**src/rtl/smb_pec_pkg.sv**
```systemverilog
package smb_pec_pkg;
    localparam int PEC_W = 8;

    typedef logic [PEC_W-1:0] pec_t;

    typedef struct packed {
        pec_t crc;
        logic err;
        logic ack;
        logic nack;
    } pec_state_t;
endpackage

```
**src/rtl/pec_crc_step.sv**
```systemverilog
// Folds one byte into the CRC, MSB first, as a chain of bit stages.
module pec_crc_step
    import smb_pec_pkg::*;
#(
    parameter pec_t POLY = 8'h07
) (
    input  pec_t crc_in,
    input  pec_t data_in,
    output pec_t crc_next
);
    localparam int W = PEC_W;

    logic [W:0][W-1:0] stage;

    assign stage[0] = crc_in;

    for (genvar i = 0; i < W; i++) begin : g_bit
        logic fb;
        assign fb = stage[i][W-1] ^ data_in[W-1-i];
        assign stage[i+1] = fb ? ((stage[i] << 1) ^ POLY) : (stage[i] << 1);
    end

    assign crc_next = stage[W];
endmodule

```
**src/rtl/pec_verdict.sv**
```systemverilog
// Turns a received code byte into ACK or NACK requests.
module pec_verdict
    import smb_pec_pkg::*;
(
    input  logic check_en,
    input  pec_t rx_code,
    input  pec_t crc_exp,
    output logic ack_d,
    output logic nack_d
);
    logic same;

    assign same   = (rx_code == crc_exp);
    assign ack_d  = check_en & same;
    assign nack_d = check_en & ~same;
endmodule

```
**src/rtl/smb_pec_check.sv**
```systemverilog
module smb_pec_check
    import smb_pec_pkg::*;
#(
    parameter pec_t POLY     = 8'h07,
    parameter pec_t CRC_INIT = 8'h00
) (
    input  logic       clk,
    input  logic       rst_n,
    input  logic       msg_start,
    input  logic       byte_vld,
    input  logic [7:0] byte_in,
    input  logic       pec_mark,
    input  logic       dir_rx,
    input  logic       err_clr,
    output logic [7:0] crc_out,
    output logic       pec_err,
    output logic       ack_req,
    output logic       nack_req
);
    localparam pec_state_t RST_STATE = '{crc: CRC_INIT, err: 1'b0, ack: 1'b0, nack: 1'b0};

    pec_state_t st_q, st_d;
    pec_t       crc_step_d;
    logic       chk_en_d, ack_d, nack_d;

    pec_crc_step #(.POLY(POLY)) u_step (
        .crc_in  (st_q.crc),
        .data_in (byte_in),
        .crc_next(crc_step_d)
    );

    assign chk_en_d = byte_vld & pec_mark & dir_rx & ~msg_start;

    pec_verdict u_verdict (
        .check_en(chk_en_d),
        .rx_code (byte_in),
        .crc_exp (st_q.crc),
        .ack_d   (ack_d),
        .nack_d  (nack_d)
    );

    always_comb begin
        st_d      = st_q;
        st_d.ack  = ack_d;
        st_d.nack = nack_d;
        if (err_clr) begin
            st_d.err = 1'b0;
        end
        if (nack_d) begin
            st_d.err = 1'b1;
        end
        if (msg_start) begin
            st_d.crc = CRC_INIT;
        end else if (byte_vld && !pec_mark) begin
            st_d.crc = crc_step_d;
        end
    end

    always_ff @(posedge clk or negedge rst_n) begin
        if (!rst_n) begin
            st_q <= RST_STATE;
        end else begin
            st_q <= st_d;
        end
    end

    assign crc_out  = st_q.crc;
    assign pec_err  = st_q.err;
    assign ack_req  = st_q.ack;
    assign nack_req = st_q.nack;
endmodule

```
**config.mk**
```make
export PLATFORM = sky130hd
export DESIGN_NAME = smb_pec_check
export DESIGN_NICKNAME = d
export VERILOG_FILES = /design/src/rtl/smb_pec_pkg.sv /design/src/rtl/pec_crc_step.sv /design/src/rtl/pec_verdict.sv /design/src/rtl/smb_pec_check.sv
export SDC_FILE = /design/constraint.sdc
export NUM_CORES = 1
export LEC_CHECK = 0
export ABC_AREA = 1
export BUFFER_PORTS_ARGS = -buffer_cell sky130_fd_sc_hd__buf_4
export CAP_MARGIN = 20
export CORE_MARGIN = 1.5
export CORE_UTILIZATION = 46
export DETAILED_ROUTE_END_ITERATION = 7
export GPL_TIMING_DRIVEN = 0
export MAX_ROUTING_LAYER = met4
export PLACE_DENSITY = 0.76
export SLEW_MARGIN = 10
export SYNTH_ARGS = -nofsm -noshare
export SYNTH_HDL_FRONTEND = slang
export SYNTH_SLANG_ARGS = --single-unit
```
**constraint.sdc**
```tcl
create_clock -name clk -period 1.8 [get_ports clk]
set_input_delay 0.36 -clock clk [delete_from_list [all_inputs] [get_ports clk]]
set_output_delay 0.36 -clock clk [all_outputs]
set_load 0.03 [all_outputs]
```
==> impl_metrics.ini, run 1 <==
[worst_setup_path]
dominant_cell_type_by_count_on_the_critical_path = nand2_1
path_delay_family = flip-flops
critPathCaptureType = register
critPathSlowestCell = dfrtp_1
cp_data_arrival_time_ps = 1640
timing.critical_path.buf_inv = 1
worst_ep_required_time_ps = 1990
cp-start-kind = register
crit_path_max_incr_delay_ps = 410
start_to_end_type_of_the_worst_setup_path = register to register
critical_path.max_fanout = 4
timing.critical_path.cells = xor2_1 > inv_1 > ha_1 > nand2_1 > nand2_1 > o21ai_0

[clock_network]
clk_transition_reported_paths_ps = 70
cts.sinks = 11
worst_skew_pair.late_latency_ps = 260
post-cts-setup-buffers = 0
cts-buffers-inserted = 3
maximum_buffer_depth_of_the_clock_tree = 2
cts_tree = done
cts_root_buffer = clkbuf_4
h-tree-depth = 1

[placement]
placedInstanceArea_um2 = 931
port_buffers = 25
place.detailed.hpwl_um = 1220
gp_congestion = 0.829

[cells_and_area]
layout-drive-gt1-share = 0.215
design.final.nets = 154
final_design_area_no_fill_um2 = 967
syn2layout_area_growth_pct = 33.7
diodes = 0

[timing]
setup_skew_ps = 3.02
final_hold_viol_count = 0
final_max_slew_viol_count = 0
final.period_utilization = 0.809
worst_slew_margin_rel = 0.580
timing.final.crit_period_ps = 1460
fin_tns_setup_ps = 0
rsz0062_at_grt = false
worst_slew_pin_slew_ps = 630
final_setup_violating_endpoints = 0
fmaxAchievable_ghz = 0.687

[logic_synthesis]
postSynthCellCount = 105
yosysTopAreaCellShare = 0.381
post_synth_num_cell_types = 14
synth_area_per_cell_um2 = 6.89
synth_warnings = 0
mappedNetlistArea_um2 = 723
synth-main-ff-cell = dfrtp_1
synth.net_count = 123
synth_most_common_cell = nand2_1
synth.largest_area_cell = dfrtp_1
synth_commonest_cells = nand2_1, inv_1, dfrtp_1
synth_edf_count = 0
synth_seq_area_share = 0.381
ys_seq_elements = 11
async_reset_ff_frac = 1.00
synth_top_cells_by_area = dfrtp_1, nand2_1, inv_1

[die]
die_h_um = 42.7
dieWidth_um = 42.7
effective_utilization_at_floorplan = 0.486
pin_count = 26
floorplan_core_area_um2 = 1490
die_area_um2 = 1820
placement_rows = 14

[drt]
route.final.wire_length_um = 1580
vias_per_cell = 4.81
route.vias.total = 726
drt-initial-drc-count = 12
drcViolationCount = 0
route.detailed.wl_per_inst_um = 10.4
antenna_left = 0
drtPass1Iterations = 4

[run_status]
outcome = completed

[power_and_ir_drop]
powerDensity_nw_per_um2 = 748
leakagePower_nw = 0.566
ir_worst_vdd_uv = 464

[global_routing]
maximum_number_of_pins_on_one_net_before_global_route_repair = 12
overflow_after_grt = 0
number_of_global_route_vias_before_repair = 707
grt.total_usage = 0.208
antenna_found_initial = 0
grt_pass1_wl_um = 2780

[worst_hold_path]
class_of_the_tightest_hold_or_removal_check = primary input to register

[job]
max_cap_violation_count = 0
[final timing paths]
check                      slack [ps]                    from  depth (start not counted)                      to
setup reg to reg                  340  crc_out[4]$_DFFE_PN0P_                          6  crc_out[5]$_DFFE_PN0P_
max in group asynchronous        1180                   rst_n                          2  crc_out[2]$_DFFE_PN0P_
setup / recovery                  340  crc_out[4]$_DFFE_PN0P_                          6  crc_out[5]$_DFFE_PN0P_
hold reg to reg                   530  crc_out[2]$_DFFE_PN0P_                          2  crc_out[2]$_DFFE_PN0P_
min in group asynchronous         470                   rst_n                          2  crc_out[3]$_DFFE_PN0P_
hold / removal                    290                 err_clr                          2     pec_err$_DFFE_PN0P_
[repair_timing]
item                                   CTS  global route
gates resized for setup                  0             0
hold buffers                             1             0
endpoints found under the hold margin   11             0
[final cells by class]
type,count,area [um2]
well taps,16,20.0
flip-flops and latches,11,275
repair buffers,26,198
inverters,15,56.3
fillers,127,522
multi-input cells,79,392
clock buffers,4,26.3
[per-layer routing]
layer / share of wire / track usage
met2: 0.49 / 0.336
met4: 0.0095 / 0.0750
met1: 0.45 / 0.267
met5: 0 / -
met3: 0.051 / 0.0255
[power breakdown]
group          internal [mW]  switching, mW  leakage [nW]  total (mW)
Clock                 0.0856         0.0811        0.0150       0.167
Sequential             0.266         0.0179         0.149       0.283
Combinational          0.109          0.164         0.402       0.273
[worst reg2reg max path, stage by stage, from the launching register on]
cell     delay (ps)
dfrtp_1         410
xor2_1          310
inv_1           110
ha_1            300
nand2_1          70
nand2_1          40
o21ai_0         140
[layout by cell type (no fill, tap or decap)]
cell type / count
dfrtp_1: 11
clkbuf_1: 1
o21ai_1: 1
ha_1: 3
nand2_1: 42
buf_4: 25
a21oi_1: 4
nand4_1: 2
inv_1: 15
nor2_1: 4
clkbuf_4: 3
o21ai_0: 6
or2_1: 1
dlygate4sd3_1: 1
nand2_2: 1
xor2_1: 3
xnor2_1: 4
nand3_1: 8
[cell families after synthesis]
logic type                 share of synthesized area
AOI/OAI and AO/OA                             0.0761
xor gates and xnor gates                      0.0848
adders and majority gates                     0.0519
buffers and inverters                         0.0778
DFF                                            0.381
and+or+nand+nor                                0.329
[metrics by stage]
stage	power, mW	cells	hold slack, ps	worst slack [ps]	util
2_1_floorplan	0.466	105	64.4	342	-
3_3_place_gp	0.548	146	203	340	0.625
3_5_place_dp	0.558	146	204	309	0.625
4_1_cts	0.728	151	287	346	0.650
5_1_grt	0.779	151	317	96.2	0.650
6_report	0.723	151	286	344	0.650
[sequential cells by signal, summed over array words and instances, names as in the netlist]
register	flops
ack_req	1
crc_out	8
nack_req	1
pec_err	1
(Power assumes the default switching activity.)
==> inputs of run 2 (changes only) <==
- ABC_AREA: 1 -> 0
- PLACE_DENSITY: 0.76 -> 0.75
- clock period: 1.8 -> 1.4 ns (I/O delays scaled with it)
==> impl_metrics.ini, run 2 <==
[placement]
detailedPlace.worstSlack_ps = -287
port_buffers = 25
gp_congestion = 0.760
place.detailed.hpwl_um = 1180
placedInstanceArea_um2 = 1040

[logic_synthesis]
post_synth_fa_ha_maj_area_fraction = 0.0488
synth.net_count = 88
synth-main-ff-cell = dfrtp_1
synth_edf_count = 0
synth_commonest_cells = dfrtp_1, a21oi_1, nand2_1, xnor2_1
synth_seq_area_share = 0.358
synth-simple-area-share = 0.125
muxShareOfSynthArea = 0
synth-compound-area-share = 0.109
postSynthCellCount = 70
synth_xor_area_frac = 0.335
synth_most_common_cell = dfrtp_1
ys_seq_elements = 11
async_reset_ff_frac = 1.00
synth.largest_area_cell = dfrtp_1
synth_area_per_cell_um2 = 11.0
largest_family_of_logic_cells_by_synthesized_area = XOR/XNOR gates
mappedNetlistArea_um2 = 769
post_synth_num_cell_types = 24
yosysTopAreaCellShare = 0.358
synth_warnings = 0
synth_top_cells_by_area = dfrtp_1, xnor3_1, xnor2_1

[die]
die_h_um = 43.9
placement_rows = 14
pin_count = 26
floorplan_core_area_um2 = 1540
dieWidth_um = 43.9
effective_utilization_at_floorplan = 0.499
die_area_um2 = 1930

[timing]
timing.final.crit_period_ps = 1560
hold_slack_ps = 299
final_setup_violating_endpoints = 7
final.period_utilization = 1.12
final_hold_viol_count = 0
worst_slew_pin_slew_ps = 434
fmaxAchievable_ghz = 0.639
setup_skew_ps = 8.08
rsz0062_at_grt = true
final_max_slew_viol_count = 0
setup_ws_ps = -165
worst_slew_margin_rel = 0.711

[worst_hold_path]
worst_hold_path_cells = 3
class_of_the_tightest_hold_or_removal_check = primary input to register
min_to = pec_err$_DFFE_PN0P_
worstHoldStart = err_clr

[global_routing]
number_of_global_route_vias_before_repair = 696
grt_pass1_wl_um = 3000
maximum_number_of_pins_on_one_net_before_global_route_repair = 12
antenna_found_initial = 0
grt.total_usage = 0.226
overflow_after_grt = 0

[cells_and_area]
layout.filler_cells = 96
final_design_area_no_fill_um2 = 1210
syn2layout_area_growth_pct = 57.7
diodes = 0
finalCoreUtilization = 0.787
design.final.nets = 129
layout-drive-gt1-share = 0.518
largest_register_ff_count = 8
most_frequent_standard_cell_in_the_layout_excluding_fill_and_tap_cells = buf_4
layout.cells.most_common_list = buf_4, a21oi_1, nand2_1, dfrtp_2, dfrtp_1

[drt]
route.vias.total = 675
antenna_left = 0
routedLengthMet1_um = 651
route.final.wire_length_um = 1790
met3_length_um = 125
top_signal_layer_used = met4
route.detailed.wl_per_inst_um = 14.2
met2RoutedLength_um = 952
vias_per_cell = 5.36
drcViolationCount = 0
drtPass1Iterations = 4
drt-initial-drc-count = 7

[worst_setup_path]
r2r_endpoint = crc_out[3]$_DFFE_PN0P_
ff2ff_setup_slack_ps = -160
crit_path_max_incr_delay_ps = 490
timing.critical_path.cells = xnor2_1 > xor3_1 > nand2_1 > a21oi_1
critPathSlowestCell = xor3_1
timing.critical_path.buf_inv = 0
start_to_end_type_of_the_worst_setup_path = register to register
r2r-start = crc_out[1]$_DFFE_PN0P_
worst_ep_required_time_ps = 1530
critPathCaptureType = register
cp_data_arrival_time_ps = 1690
path_delay_family = XOR/XNOR gates
reg2reg_depth = 4
cp-start-kind = register
critical_path.max_fanout = 5

[power_and_ir_drop]
ir_worst_vdd_uv = 741
powerDensity_nw_per_um2 = 1090
leakagePower_nw = 0.596
fin_total_pwr_mw = 1.33

[clock_network]
cts-buffers-inserted = 3
cts_root_buffer = clkbuf_4
worst_skew_pair.late_latency_ps = 270
cts.sinks = 11
cts_tree = done
maximum_buffer_depth_of_the_clock_tree = 2
h-tree-depth = 1
clk_transition_reported_paths_ps = 80

[job]
max_cap_violation_count = 0

[run_status]
outcome = finished, violations left
failing_checks = setup timing
[run 2: worst max-delay path by stage]
stage	from	to	slack (ps)	cells after the start
after floorplan	crc_out[1]$_DFFE_PN0P_	crc_out[2]$_DFFE_PN0P_	-150	4
after detailed placement	byte_in[2]	crc_out[2]$_DFFE_PN0P_	-290	5
final	crc_out[1]$_DFFE_PN0P_	crc_out[3]$_DFFE_PN0P_	-160	4
after global placement	byte_in[2]	crc_out[2]$_DFFE_PN0P_	-270	5
after CTS	crc_out[1]$_DFFE_PN0P_	crc_out[2]$_DFFE_PN0P_	-160	4
after global routing	crc_out[1]$_DFFE_PN0P_	crc_out[3]$_DFFE_PN0P_	-240	4
[run 2: tightest hold or removal path: cells and delay by family]
family	cells	cell delay [ps]
compound gates	1	100
buf+inv	2	160
[run 2: cells by family (layout without fill, tap and decap cells)]
logic type / after synthesis / in the layout
simple gates: 19 / 19
xor+xnor: 18 / 18
compound gates: 14 / 14
flops: 11 / 11
buf+inv: 5 / 45
fa+ha+maj: 3 / 3
[run 2: stage by stage]
step,TNS (ps),cells
2_1_floorplan,-390,70
5_1_grt,-1380,126
6_report,-616,126
3_5_place_dp,-709,111
3_3_place_gp,-519,111
4_1_cts,-492,125
[run 2: final cells by class]
cell class	count	area, um2	share of cell area
buffer	2	7.51	0.00619
clock buffer	4	26.3	0.0216
inverter	3	11.3	0.00928
multi-input combinational	54	593	0.489
sequential	11	283	0.233
tap	16	20.0	0.0165
timing repair buffer	36	273	0.225
[run 2: repair_timing]
item / in CTS / in global routing
setup endpoints to repair: 6 / 10
hold endpoints to repair: 11 / 0
resized for setup: 8 / 0
hold buffers: 1 / 0
buffers inserted: 9 / 1
pin swaps: 12 / 4
[run 2: power breakdown]
part	internal [mW]	switching, mW
Combinational	0.395	0.303
Clock	0.110	0.112
Sequential	0.355	0.0525
Total	0.860	0.467
[run 2: layer usage]
metal / global-route usage / up-vias
met1: 0.264 / 316
met2: 0.368 / 28
met4: 0.133 / 0
li1: - / 322
met3: 0.0333 / 9
met5: - / -
